**src/rtl/tblseq_pkg.sv**
```systemverilog
package tblseq_pkg;

   typedef enum logic [1:0] {
      ACT_WAIT   = 2'd0,
      ACT_NEXT   = 2'd1,
      ACT_BRANCH = 2'd2,
      ACT_RSVD   = 2'd3
   } act_e;

   localparam int COND_TRUE  = 0;
   localparam int COND_CDONE = 1;
   localparam int COND_HW0   = 2;

endpackage

```
**src/rtl/tblseq_store.sv**
```systemverilog
module tblseq_store #(
   parameter int DEPTH = 16,
   parameter int EW    = 26,
   localparam int AW   = $clog2(DEPTH)
) (
   input  logic          clk_i,
   input  logic          rst_ni,
   input  logic          we_i,
   input  logic [AW-1:0] waddr_i,
   input  logic [EW-1:0] wdata_i,
   input  logic [AW-1:0] raddr_i,
   output logic [EW-1:0] rdata_o
);

   logic [EW-1:0] mem_q [DEPTH];

   always_ff @(posedge clk_i or negedge rst_ni) begin
      if (!rst_ni) begin
         mem_q <= '{default: '0};
      end else if (we_i) begin
         mem_q[waddr_i] <= wdata_i;
      end
   end

   assign rdata_o = mem_q[raddr_i];

endmodule

```
**src/rtl/tblseq_cond.sv**
```systemverilog
module tblseq_cond #(
   parameter int HW_N   = 2,
   parameter int ST_N   = 2,
   localparam int CSEL_W = $clog2(2 + HW_N + ST_N),
   localparam int NCODE  = 1 << CSEL_W
) (
   input  logic [CSEL_W-1:0] sel_i,
   input  logic              cdone_i,
   input  logic [HW_N-1:0]   hw_i,
   input  logic [ST_N-1:0]   st_i,
   output logic              hit_o
);

   import tblseq_pkg::*;

   logic [NCODE-1:0] vec;

   always_comb begin
      vec             = '0;
      vec[COND_TRUE]  = 1'b1;
      vec[COND_CDONE] = cdone_i;
      for (int i = 0; i < HW_N; i++) vec[COND_HW0 + i] = hw_i[i];
      for (int j = 0; j < ST_N; j++) vec[COND_HW0 + HW_N + j] = st_i[j];
   end

   assign hit_o = vec[sel_i];

endmodule

```
**src/rtl/tblseq_dly.sv**
```systemverilog
module tblseq_dly #(
   parameter int CNT_W = 12
) (
   input  logic             clk_i,
   input  logic             rst_ni,
   input  logic             load_i,
   input  logic [CNT_W-1:0] load_val_i,
   output logic [CNT_W-1:0] cnt_o,
   output logic             done_o
);

   logic [CNT_W-1:0] cnt_q;
   logic [CNT_W-1:0] eff;

   assign eff    = load_i ? load_val_i : cnt_q;
   assign done_o = (eff == '0);
   assign cnt_o  = cnt_q;

   always_ff @(posedge clk_i or negedge rst_ni) begin
      if (!rst_ni) cnt_q <= '0;
      else         cnt_q <= done_o ? '0 : eff - 1'b1;
   end

endmodule

```
**src/rtl/tblseq_top.sv**
```systemverilog
module tblseq_top #(
   parameter int DEPTH  = 16,
   parameter int CNT_W  = 12,
   parameter int TRIG_N = 4,
   parameter int HW_N   = 2,
   parameter int ST_N   = 2,
   localparam int AW      = $clog2(DEPTH),
   localparam int CSEL_W  = $clog2(2 + HW_N + ST_N),
   localparam int CSEL_LO = 2,
   localparam int BR_LO   = CSEL_LO + CSEL_W,
   localparam int CNT_LO  = BR_LO + AW,
   localparam int MASK_LO = CNT_LO + CNT_W,
   localparam int IRQ_BIT = MASK_LO + TRIG_N,
   localparam int EW      = IRQ_BIT + 1
) (
   input  logic              clk_i,
   input  logic              rst_ni,
   input  logic              en_i,
   input  logic              run_i,
   input  logic              start_we_i,
   input  logic [AW-1:0]     start_addr_i,
   input  logic              tbl_we_i,
   input  logic [AW-1:0]     tbl_addr_i,
   input  logic [EW-1:0]     tbl_wdata_i,
   input  logic [HW_N-1:0]   hw_trig_i,
   input  logic [ST_N-1:0]   stat_i,
   output logic [TRIG_N-1:0] trig_o,
   output logic              irq_o
);

   import tblseq_pkg::*;

   if (DEPTH < 2 || CNT_W < 1 || TRIG_N < 1 || HW_N < 1 || ST_N < 1) begin : g_bad_cfg
      $error("tblseq_top: DEPTH>=2 and nonzero widths/counts required");
   end

   logic [AW-1:0]     start_q;
   logic [AW-1:0]     pc_q;
   logic              running_q;
   logic              enter_q;
   logic [EW-1:0]     cur;
   act_e              cur_act;
   logic [CSEL_W-1:0] cur_csel;
   logic [AW-1:0]     cur_br;
   logic [CNT_W-1:0]  cur_cnt;
   logic [TRIG_N-1:0] cur_mask;
   logic              cur_irq;
   logic              hit;
   logic              cdone;
   logic [CNT_W-1:0]  cnt_val;
   logic [AW-1:0]     seq_nxt;
   logic [AW-1:0]     tgt;
   logic              go;
   logic              start;
   logic              load;

   tblseq_store #(.DEPTH(DEPTH), .EW(EW)) u_store (
      .clk_i   (clk_i),
      .rst_ni  (rst_ni),
      .we_i    (tbl_we_i),
      .waddr_i (tbl_addr_i),
      .wdata_i (tbl_wdata_i),
      .raddr_i (pc_q),
      .rdata_o (cur)
   );

   assign cur_act  = act_e'(cur[1:0]);
   assign cur_csel = cur[CSEL_LO +: CSEL_W];
   assign cur_br   = cur[BR_LO +: AW];
   assign cur_cnt  = cur[CNT_LO +: CNT_W];
   assign cur_mask = cur[MASK_LO +: TRIG_N];
   assign cur_irq  = cur[IRQ_BIT];

   tblseq_dly #(.CNT_W(CNT_W)) u_dly (
      .clk_i      (clk_i),
      .rst_ni     (rst_ni),
      .load_i     (enter_q),
      .load_val_i (cur_cnt),
      .cnt_o      (cnt_val),
      .done_o     (cdone)
   );

   tblseq_cond #(.HW_N(HW_N), .ST_N(ST_N)) u_cond (
      .sel_i   (cur_csel),
      .cdone_i (cdone),
      .hw_i    (hw_trig_i),
      .st_i    (stat_i),
      .hit_o   (hit)
   );

   assign seq_nxt = (pc_q == AW'(DEPTH - 1)) ? '0 : pc_q + 1'b1;

   always_comb begin
      go  = 1'b0;
      tgt = seq_nxt;
      case (cur_act)
         ACT_WAIT:   go = hit;
         ACT_NEXT:   go = 1'b1;
         ACT_BRANCH: begin
            go  = 1'b1;
            tgt = hit ? cur_br : seq_nxt;
         end
         default:    go = 1'b0;
      endcase
   end

   assign start = en_i && run_i && !running_q;
   assign load  = start || (running_q && en_i && go);

   always_ff @(posedge clk_i or negedge rst_ni) begin
      if (!rst_ni)         start_q <= '0;
      else if (start_we_i) start_q <= start_addr_i;
   end

   always_ff @(posedge clk_i or negedge rst_ni) begin
      if (!rst_ni) begin
         running_q <= 1'b0;
         pc_q      <= '0;
         enter_q   <= 1'b0;
      end else if (!en_i) begin
         running_q <= 1'b0;
         enter_q   <= 1'b0;
      end else if (load) begin
         running_q <= 1'b1;
         pc_q      <= start ? start_q : tgt;
         enter_q   <= 1'b1;
      end else begin
         enter_q   <= 1'b0;
      end
   end

   assign trig_o = (enter_q && en_i) ? cur_mask : '0;
   assign irq_o  = enter_q && en_i && cur_irq;

endmodule

```
**config.mk**
```make
export PLATFORM = sky130hd
export DESIGN_NAME = tblseq_top
export DESIGN_NICKNAME = d
export VERILOG_FILES = /design/src/rtl/tblseq_pkg.sv /design/src/rtl/tblseq_store.sv /design/src/rtl/tblseq_cond.sv /design/src/rtl/tblseq_dly.sv /design/src/rtl/tblseq_top.sv
export SDC_FILE = /design/constraint.sdc
export NUM_CORES = 1
export LEC_CHECK = 0
export BUFFER_PORTS_ARGS = -buffer_cell sky130_fd_sc_hd__clkbuf_2
export CORE_MARGIN = 2
export CORE_UTILIZATION = 23
export DETAILED_ROUTE_END_ITERATION = 16
export GPL_ROUTABILITY_DRIVEN = 0
export GPL_TIMING_DRIVEN = 0
export SLEW_MARGIN = 20
export SYNTH_ARGS = -nofsm -noshare
export SYNTH_HDL_FRONTEND = slang
export SYNTH_SLANG_ARGS = --single-unit
```
**constraint.sdc**
```tcl
create_clock -name clk_i -period 5.64 [get_ports clk_i]
set_input_delay 1.128 -clock clk_i [delete_from_list [all_inputs] [get_ports clk_i]]
set_output_delay 1.128 -clock clk_i [all_outputs]
set_load 0.01 [all_outputs]
```
Word-level counts from Yosys, hierarchy flattened. Index checks and enable logic that the tools add are counted.

Eq/ne operators: 4. Bitwise gates (word level): 2. Add/subtract/negate cells: 2. Order comparisons: 4. Multiplexer cells: 20. Reduce and logical (&&, ||, !) cells: 13.

Operator list (count): $bwmux 416 (1); $bmux 26 s4 (1); $demux 26 s4 (1); $mux 26 (3); $mux 12 (2); $mux 4 (5); $logic_not 12->1 (1); $sub 12x1->12 const B (1); $ge 5x5->1 const B (2); $not 4->5 (2); $logic_and 1x1->1 (7); $lt 5x1->1 const B (1); $mux 1 (5); $add 4x1->4 const B (1); $eq 4x4->1 const B (1); $lt 3x4->1 const B (1); $bmux 1 s3 (1); $eq 2x1->1 const B (1); $eq 2x2->1 const B (1); $logic_not 2->1 (1); $ne 2x1->1 const B (1); $pmux 1 s2 (1); $reduce_and 2->1 (1); $reduce_or 2->1 (1); 2 further kinds (2).

Word-level logic and storage cells: 66. Output and inout bits: 5. Bits of input ports: 44. Flip-flop bits (word level): 438.

Longest topological paths before layout. Gate-level depths: netlist (run 1).

Word-level depth: 13. Depth in mapped cells: 15. Depth with buffers taken out: 12.

Modules after synthesis. Synthesis (run 1) repeated with hierarchy kept, for this count alone.

Cells, all modules: 1297. Area total of the unflattened synthesis: 20335.8 um^2.

By module, submodules not included: tblseq_store (area each 18750.5 um^2, seq. area each 10410.0 um^2, instances 1, cells each 1142); tblseq_dly (area each 925.9 um^2, seq. area each 300.3 um^2, instances 1, cells each 87); tblseq_top (area each 595.6 um^2, seq. area each 250.2 um^2, instances 1, cells each 60); tblseq_cond (area each 63.8 um^2, seq. area each 0.0 um^2, instances 1, cells each 8).

Worst setup path before layout (run 1). No wires, ideal clock.

Kind: flip-flop to output port. Start point: register pc_q[0]. End point: output port irq_o. Path buffers: 6. Required time: 4.512 ns. Setup slack: 1.684 ns. Cell stages (with the launch flop): 10. Arrival: 2.828 ns. Cell sequence: dfrtp_1 buf_6 buf_6 buf_6 buf_2 buf_2 buf_2 mux4_2 mux4_2 and3_1.

Cells in the longest elaborated chain, start to end: 5.

Ends and longest elaborated chain: start, declared (line tblseq_top.sv:38) `logic [AW-1:0] pc_q;`; start signal, assigned (line tblseq_top.sv:125) `pc_q <= start ? start_q : tgt;`; $not 4->5 (not written as such) (line tblseq_store.sv:25) `assign rdata_o = mem_q[raddr_i];`; $bmux 26 s4 (line tblseq_store.sv:25); $mux 26 (not written as such) (2 in series) (line tblseq_store.sv:25); $logic_and 1x1->1 (line tblseq_top.sv:133) `assign irq_o = enter_q && en_i && cur_irq;`; end, declared (line tblseq_top.sv:28) `output logic irq_o`.

Every way passes these cells. The select of a mux whose other input is x is not followed.

Final worst setup path (run 1).
Start point: register pc_q[1]. End point: output port irq_o.

The elaborated chain is that of the path after synthesis.

==> results.toml, run 1 <==
[die]
die-area_mm2 = 0.0905
die_width_um = 301
floorplan.core_area_mm2 = 0.0870
num_io_pins = 49
dieHeight_um = 301
start_util = 0.233
floorplan.rows = 108

[grt]
grt_pass1_vias = 13200
grt_first_pass_wirelength_um = 84500
track_usage = 0.124
grt.overflow.total = 0
number_of_antenna_violations_at_the_first_check_in_global_routing = 5
largest_net_degree_at_the_start_of_global_routing = 96

[synth]
share_of_synthesized_flip_flops_with_an_asynchronous_set_or_reset = 1.00
area_share_of_xor_xnor_cells_in_the_synthesized_design = 0.00130
syn-num-nets = 1356
synth_flop_type = "sky130_fd_sc_hd__dfrtp_1"
syn-mean-instance-area_um2 = 15.5
netlist_area_mm2 = 0.0203
multiplexer_fraction_of_the_synthesized_cell_area = 0.376
synthSimpleGateAreaFrac = 0.0281
post_synth_inst_count = 1307
synth_seq_cells = 438
yosys.area_share.adder = 0.00309
count_of_different_cell_masters_after_synthesis = 60
yosysSeqAreaShare = 0.541
combinational_family_with_the_most_area_after_synthesis = "multiplexers"
synth-compound-area-share = 0.0255
synth_edf_count = 0
count_of_yosys_warnings_during_synthesis = 0

[layout]
fin_nets = 1457
antenna_cells = 0
n_fill_cell = 8801
post_layout_util = 0.272
area_of_combinational_cells_with_multiple_inputs_mm2 = 0.00880
syn2layout_area_growth_pct = 16.7
seq_area_mm2 = 0.0110
final-instance-count-excl-fill = 2598
post_route_cells_drive_above_1_share = 0.468

[sta]
achievable_clock_frequency_ghz = 0.183
fin_max_slew_vios = 0
total_negative_setup_slacks_ns = 0
max_slew.worst_pin.slew_ns = 1.19
final-setup-viol-count = 0
finalHoldViolations = 0
final_min_period_over_clock_period = 0.970
maxSlewHeadroom = 0.202
grt_setup_unrepaired = "no"
final.min_clock_period_ns = 5.47
clock_skew_ns = 0.0217
finalWorstSetupSlack_ns = 0.172

[worst_hold_path]
timing.hold.worst_path_depth = 1
hold_path_class = "reg2reg"

[setup_path]
cpLargestDelayFamily = "buffers and inverters"
critical-path-max-stage-delay_ns = 0.62
worst_ep_arrival_time_ns = 4.34
critical_path.cell_chain = "buf_4 -> buf_4 -> buf_4 -> clkbuf_1 -> clkbuf_2 -> mux4_2 -> mux4_2 -> and3_1 -> clkbuf_2"
path_common_cell = "sky130_fd_sc_hd__buf_4"
cp_num_cells = 9
crit_slowest_cell = "sky130_fd_sc_hd__clkbuf_1"
critPathBufInv = 6
path_class = "reg2out"
required_ns = 4.51
r2r_cells = 13
cp_max_fo = 10
endpoint_kind = "output port"
critPathLaunchType = "flop"

[placement]
port_buffers = 48
place_worst_setup_slack_ns = 0.291
dp.cells = 2516
hpwl_detailed_um = 36500

[routing]
remaining_drc_errors = 0
drt-total-wl_um = 55700
detailedRoute.firstIterationViolations = 883
route.detailed.wl_per_inst_um = 21.5
detail_route.first_pass.iterations = 5
ant_nets = 0
detail_route.vias_per_cell = 4.62
vias = 12000

[clocking]
holdBufCountCts = 0
clock_tree.root_cell = "sky130_fd_sc_hd__clkbuf_16"
tritoncts_clock_tree = "built"
clk_transition_reported_paths_ns = 0.06
cts-buffers-inserted = 45
worst_skew_pair.late_latency_ns = 0.58
clock_tree.buffer_depth = 3
tritoncts_num_sinks = 438
cts.htree.levels = 2

[run]
max_cap_viol_count = 0

[power]
vdd_ir_drop_max_mv = 0.212
leakage_nw = 9.93
total_switching_power_w = 0.00356
cell_area_power_density_mw_per_mm2 = 476
p_comb_frac = 0.348
clock_power_share = 0.273
power_frac_seq = 0.379
p_sw_frac = 0.316
power_report.internal_total_w = 0.00771
report.power.total_w = 0.0113

[status]
status = "completed"
## cell type report
| type | count | area share |
|---|---|---|
| timing repair buffer | 54 | 0.0168 |
| buffer | 100 | 0.0203 |
| inverter | 9 | 0.00143 |
| clock inverter | 13 | 0.00545 |
| multi-input combinational | 760 | 0.372 |
| tap | 1155 | 0.0611 |
| sequential | 438 | 0.463 |
| clock buffer | 69 | 0.0592 |
## synth_stat cells (3+ instances only)
master / number / area [um^2]
sky130_fd_sc_hd__nand3_1: 3 / 15.0
sky130_fd_sc_hd__mux2_4: 3 / 45.0
sky130_fd_sc_hd__clkbuf_1: 70 / 263
sky130_fd_sc_hd__mux2i_1: 51 / 510
sky130_fd_sc_hd__buf_2: 12 / 60.1
sky130_fd_sc_hd__o211ai_1: 3 / 22.5
sky130_fd_sc_hd__nor3_1: 7 / 35.0
sky130_fd_sc_hd__ha_1: 5 / 62.6
sky130_fd_sc_hd__and3_1: 6 / 37.5
sky130_fd_sc_hd__or3_1: 3 / 18.8
sky130_fd_sc_hd__dfrtp_1: 438 / 11000
sky130_fd_sc_hd__inv_1: 6 / 22.5
sky130_fd_sc_hd__buf_4: 4 / 30.0
sky130_fd_sc_hd__buf_6: 5 / 56.3
sky130_fd_sc_hd__mux4_2: 82 / 1850
sky130_fd_sc_hd__a21oi_1: 11 / 55.1
sky130_fd_sc_hd__mux2_2: 423 / 4760
sky130_fd_sc_hd__nor2_1: 29 / 109
sky130_fd_sc_hd__nor3b_1: 3 / 22.5
sky130_fd_sc_hd__o21ai_0: 9 / 45.0
sky130_fd_sc_hd__a22oi_1: 9 / 67.6
sky130_fd_sc_hd__a21o_1: 6 / 45.0
sky130_fd_sc_hd__nand2_1: 25 / 93.8
sky130_fd_sc_hd__mux4_1: 17 / 447
sky130_fd_sc_hd__nand3b_1: 3 / 22.5
sky130_fd_sc_hd__and2_1: 3 / 18.8
sky130_fd_sc_hd__nor2b_1: 7 / 43.8
sky130_fd_sc_hd__nand2b_1: 8 / 50.1
sky130_fd_sc_hd__a32oi_1: 6 / 52.6
sky130_fd_sc_hd__clkinv_1: 3 / 11.3
sky130_fd_sc_hd__buf_1: 7 / 26.3
sky130_fd_sc_hd__o21a_1: 4 / 30.0
## worst register-to-register path, cell delays in order (launching register included)
cell and delay (ns):
sky130_fd_sc_hd__dfrtp_1 0.51, sky130_fd_sc_hd__buf_4 0.29, sky130_fd_sc_hd__buf_4 0.29, sky130_fd_sc_hd__buf_4 0.31, sky130_fd_sc_hd__buf_1 0.62, sky130_fd_sc_hd__buf_1 0.69, sky130_fd_sc_hd__mux4_2 0.43, sky130_fd_sc_hd__mux4_2 0.56
sky130_fd_sc_hd__inv_1 0.12, sky130_fd_sc_hd__ha_1 0.25, sky130_fd_sc_hd__a211oi_1 0.30, sky130_fd_sc_hd__a21oi_2 0.19, sky130_fd_sc_hd__or2_2 0.35, sky130_fd_sc_hd__o221a_1 0.23
## flip-flops by register name (all words and copies together), names as in the netlist
register,cells
u_store.mem_q,416
pc_q,4
running_q,1
enter_q,1
u_dly.cnt_o,12
start_q,4
## layout by cell type (no fill, tap or decap), types with 4 or more instances in the layout
cell type,n
sky130_fd_sc_hd__buf_16,5
sky130_fd_sc_hd__a32oi_1,6
sky130_fd_sc_hd__and3_1,6
sky130_fd_sc_hd__a21oi_1,11
sky130_fd_sc_hd__nand2b_1,8
sky130_fd_sc_hd__nor3_1,7
sky130_fd_sc_hd__mux2_2,423
sky130_fd_sc_hd__clkbuf_2,50
sky130_fd_sc_hd__clkbuf_1,75
sky130_fd_sc_hd__clkbuf_16,47
sky130_fd_sc_hd__o21a_1,4
sky130_fd_sc_hd__inv_1,6
sky130_fd_sc_hd__buf_6,6
sky130_fd_sc_hd__nor2b_1,7
sky130_fd_sc_hd__a22oi_1,9
sky130_fd_sc_hd__mux2i_1,51
sky130_fd_sc_hd__mux4_1,17
sky130_fd_sc_hd__clkbuf_8,15
sky130_fd_sc_hd__clkinv_2,7
sky130_fd_sc_hd__dfrtp_1,438
sky130_fd_sc_hd__mux4_2,82
sky130_fd_sc_hd__buf_1,7
sky130_fd_sc_hd__buf_2,12
sky130_fd_sc_hd__a21o_1,6
sky130_fd_sc_hd__o21ai_0,9
sky130_fd_sc_hd__buf_4,4
sky130_fd_sc_hd__nand2_1,25
sky130_fd_sc_hd__ha_1,5
sky130_fd_sc_hd__nor2_1,27
## power by group through the flow
stage | clock network (W) | registers, W | logic, W
floorplan | 0 | 0.00418 | 0.00291
CTS | 0.00315 | 0.00427 | 0.00395
global route | 0.00326 | 0.00436 | 0.00421
detailed placement | 0 | 0.00432 | 0.00394
global placement | 0 | 0.00427 | 0.00384
finish | 0.00307 | 0.00427 | 0.00392
## worst paths after layout
path / startpoint / endpoint / slack, ns
setup / recovery: pc_q[1] / irq_o / 0.17
hold reg to reg: u_store.mem_q[97] / u_store.mem_q[97] / 0.50
hold / removal: u_store.mem_q[97] / u_store.mem_q[97] / 0.50
min in group asynchronous: rst_ni / u_store.mem_q[295] / 0.61
setup reg to reg: pc_q[1] / pc_q[2] / 0.40
max in group asynchronous: rst_ni / u_store.mem_q[73] / 3.34
## stage by stage
step                instance area (um^2)  hold slack (ns)
floorplan                          20300            0.470
global placement                   22000            0.479
detailed placement                 22100            0.486
CTS                                23600            0.500
global route                       23600            0.507
finish                             23600            0.495
## metal layers
metal / vias to the layer above / wire [um] / GRT usage
met5: - / 58 / 0
met4: 10 / 1980 / 0.0461
met3: 118 / 2530 / 0.0232
met2: 269 / 27300 / 0.211
met1: 6506 / 23900 / 0.156
li1: 5101 / - / -
## cell families after synthesis
| kind of cell | count (synthesis) |
|---|---|
| muxes | 577 |
| DFF | 438 |
| buffers and inverters | 109 |
| and+or+nand+nor | 106 |
| AOI/OAI and AO/OA | 69 |
| adders and majority gates | 5 |
| xor gates and xnor gates | 3 |
## repair_timing
item                       4_1_cts  5_1_grt
setup endpoints to repair        5        0
resized for setup                2        0
buffers inserted                 0        0
Power figures use the tool's default switching activity.
==> inputs of run 2 (changes only) <==
GPL_TIMING_DRIVEN = unset   (was 0)
SYNTH_HIERARCHICAL = 1   (was unset)
==> run 2 against run 1 <==
  * Synthesized cell count shrank 0.77%
  * Routed wire length down 3.8%
  * Via count shrank 3.6%
  * Utilization is 0.46 points lower
  * Non-clock buffer count fell by 74
  * Register-to-register slack improved by 0.62 ns
  * Largest power group unchanged
==> results.toml, run 2 <==
[clocking]
cts-resized-gates = 0
worst_skew_pair.late_latency_ns = 0.58
clock_tree.buffer_depth = 3
postCtsSetupRepairBufs = 0
tritoncts_clock_tree = "built"
clk_transition_reported_paths_ns = 0.06
cts-buffers-inserted = 46
tritoncts_num_sinks = 438
clock_tree.root_cell = "sky130_fd_sc_hd__clkbuf_16"
cts.htree.levels = 2
holdBufCountCts = 0

[setup_path]
endpoint_kind = "flop"
required_ns = 6.10
path_class = "reg2reg"
worst_ep_arrival_time_ns = 5.09
cp_max_fo = 26
critPathLaunchType = "flop"

[routing]
drt-total-wl_um = 53600
detail_route.first_pass.iterations = 4
remaining_drc_errors = 0
ant_nets = 0
route.detailed.wl_per_inst_um = 21.2
detail_route.vias_per_cell = 4.58
detailedRoute.firstIterationViolations = 740
vias = 11600

[synth]
most_instantiated_library_cell_after_synthesis = "sky130_fd_sc_hd__dfrtp_1"
synth_flop_type = "sky130_fd_sc_hd__dfrtp_1"
share_of_synthesized_flip_flops_with_an_asynchronous_set_or_reset = 1.00
netlist.top_cell.by_area = "sky130_fd_sc_hd__dfrtp_1"
area_share_of_xor_xnor_cells_in_the_synthesized_design = 0.00215
yosys-top-cells-area = "sky130_fd_sc_hd__dfrtp_1 (54%), sky130_fd_sc_hd__mux2_2 (22%), sky130_fd_sc_hd__mux4_2 (12%)"
synthSimpleGateAreaFrac = 0.0365
multiplexer_fraction_of_the_synthesized_cell_area = 0.358
ys_top_cells_by_count = "sky130_fd_sc_hd__dfrtp_1 (438), sky130_fd_sc_hd__mux2_2 (395), sky130_fd_sc_hd__mux4_2 (104)"
synth_seq_cells = 438
netlist_area_mm2 = 0.0203
synth_edf_count = 0
count_of_different_cell_masters_after_synthesis = 65
syn-mean-instance-area_um2 = 15.7
yosysSeqAreaShare = 0.539
post_synth_inst_count = 1297
yosys.area_share.adder = 0.00369
synth-compound-area-share = 0.0338
synthDominantCellAreaShare = 0.539
count_of_yosys_warnings_during_synthesis = 6
combinational_family_with_the_most_area_after_synthesis = "multiplexers"
syn-num-nets = 1347

[grt]
number_of_antenna_violations_at_the_first_check_in_global_routing = 12
track_usage = 0.120
grt_first_pass_wirelength_um = 82400
grt.overflow.total = 0
grt_pass1_vias = 12800
largest_net_degree_at_the_start_of_global_routing = 126

[power]
p_sw_frac = 0.314
vdd_ir_drop_max_mv = 0.224
cell_area_power_density_mw_per_mm2 = 483
leakage_nw = 9.71
p_comb_frac = 0.321
total_switching_power_w = 0.00356
power_frac_seq = 0.397
power_report.internal_total_w = 0.00778
clock_power_share = 0.282

[placement]
port_buffers = 48
dp.cells = 2440
hpwl_detailed_um = 33000
detailed_place.area_mm2 = 0.0219

[die]
floorplan.rows = 109
dieHeight_um = 301
die_width_um = 301
start_util = 0.231
num_io_pins = 49
die-area_mm2 = 0.0908
floorplan.core_area_mm2 = 0.0880

[layout]
largest_register_ffs = 416
post_route_cells_drive_above_1_share = 0.529
regMostFlops = "u_store/mem_q"
most-common-layout-cells = "sky130_fd_sc_hd__dfrtp_1 (436), sky130_fd_sc_hd__mux2_2 (395), sky130_fd_sc_hd__mux4_2 (104)"
layout.cells.most_common = "sky130_fd_sc_hd__dfrtp_1"
final_cell_area_mm2 = 0.0235
fin_nets = 1373
final-instance-count-excl-fill = 2527
syn2layout_area_growth_pct = 15.5
post_layout_util = 0.267
n_fill_cell = 8881

[sta]
final-setup-viol-count = 0
clock_skew_ns = 0.0170
maxSlewHeadroom = 0.259
total_negative_setup_slacks_ns = 0
achievable_clock_frequency_ghz = 0.216
max_slew.worst_pin.slew_ns = 1.11
fin_max_slew_vios = 0
final_min_period_over_clock_period = 0.820
grt_setup_unrepaired = "no"
finalHoldViolations = 0
final.min_clock_period_ns = 4.62

[status]
status = "completed"

[worst_hold_path]
hold_path_class = "reg2reg"

[run]
max_cap_viol_count = 0
==> run 2: cell count changes in the layout (fill, tap and decap cells not counted), moves of 17 or more <==
cell,before,now
sky130_fd_sc_hd__mux2i_1,51,10
sky130_fd_sc_hd__mux2_4,3,21
sky130_fd_sc_hd__mux2_2,423,395
sky130_fd_sc_hd__clkbuf_1,75,7
sky130_fd_sc_hd__a22oi_1,9,53
sky130_fd_sc_hd__mux4_2,82,104
sky130_fd_sc_hd__buf_4,4,29
sky130_fd_sc_hd__mux4_1,17,0
sky130_fd_sc_hd__nor2_1,27,10
==> run 2: worst paths after layout <==
path | slack [ns] | startpoint | end | depth (start not counted)
max | 1.02 | pc_q[0] | pc_q[2] | 13
min | 0.48 | u_store/mem_q[307] | u_store/mem_q[307] | 1
max reg2reg | 1.02 | pc_q[0] | pc_q[2] | 13
min reg2reg | 0.48 | u_store/mem_q[307] | u_store/mem_q[307] | 1
max in group asynchronous | 3.80 | rst_ni | u_store/mem_q[351] | 2
min in group asynchronous | 0.58 | rst_ni | u_store/mem_q[226] | 1
==> run 2: logic make-up after synthesis <==
family	count (synthesis)
multiplexers	537
flip-flops	438
AND/OR/NAND/NOR	112
buffers and inverters	106
AO/OA/AOI/OAI	93
adder cells (fa/ha/maj)	6
XOR/XNOR	5
==> run 2: final cells by class <==
type | count | area, um^2 | share of cell area
multi-input combinational | 753 | 8910 | 0.379
clock buffer | 69 | 1430 | 0.0609
timing repair buffer | 80 | 528 | 0.0225
clock inverter | 14 | 179 | 0.00761
sequential | 438 | 11000 | 0.467
antenna | 4 | 10.0 | 0.000426
inverter | 4 | 15.0 | 0.000639
tap | 1165 | 1460 | 0.0620
==> run 2: critical path, stage by stage, from the launching register on <==
cell,delay (ns)
sky130_fd_sc_hd__dfrtp_4,0.77
sky130_fd_sc_hd__buf_4,0.37
sky130_fd_sc_hd__mux4_2,0.52
sky130_fd_sc_hd__a22oi_1,0.26
sky130_fd_sc_hd__nand2_1,0.21
sky130_fd_sc_hd__nor4_1,0.39
sky130_fd_sc_hd__a22oi_1,0.22
sky130_fd_sc_hd__nor2_4,0.30
sky130_fd_sc_hd__o31ai_1,0.15
sky130_fd_sc_hd__a221oi_2,0.42
sky130_fd_sc_hd__a21oi_2,0.11
sky130_fd_sc_hd__nor3_1,0.39
sky130_fd_sc_hd__a21oi_1,0.13
sky130_fd_sc_hd__a22o_2,0.24
==> run 2: through the flow <==
stage | hold WS, ns | worst slack (ns) | power, W
final | 0.484 | 1.02 | 0.0113
after global placement | 0.465 | 1.16 | 0.00808
after floorplan | 0.445 | 1.72 | 0.00713
after detailed placement | 0.474 | 1.03 | 0.00821
after CTS | 0.488 | 1.03 | 0.0114
after global routing | 0.513 | 0.556 | 0.0119
==> run 2: power groups by stage <==
stage	Sequential (W)	Combinational [W]	Clock [W]
after floorplan	0.00423	0.00291	0
after global placement	0.00450	0.00358	0
after detailed placement	0.00455	0.00366	0
after CTS	0.00450	0.00367	0.00327
after global routing	0.00460	0.00393	0.00341
final	0.00450	0.00364	0.00320
==> run 2: per-layer routing <==
metal | routed length, um | GRT usage | vias up | share of wire
li1 | - | - | 4902 | -
met2 | 25700 | 0.198 | 228 | 0.48
met3 | 2680 | 0.0254 | 80 | 0.050
met1 | 23900 | 0.159 | 6354 | 0.45
met4 | 1250 | 0.0362 | 10 | 0.023
met5 | 66 | 0 | - | 0.0012
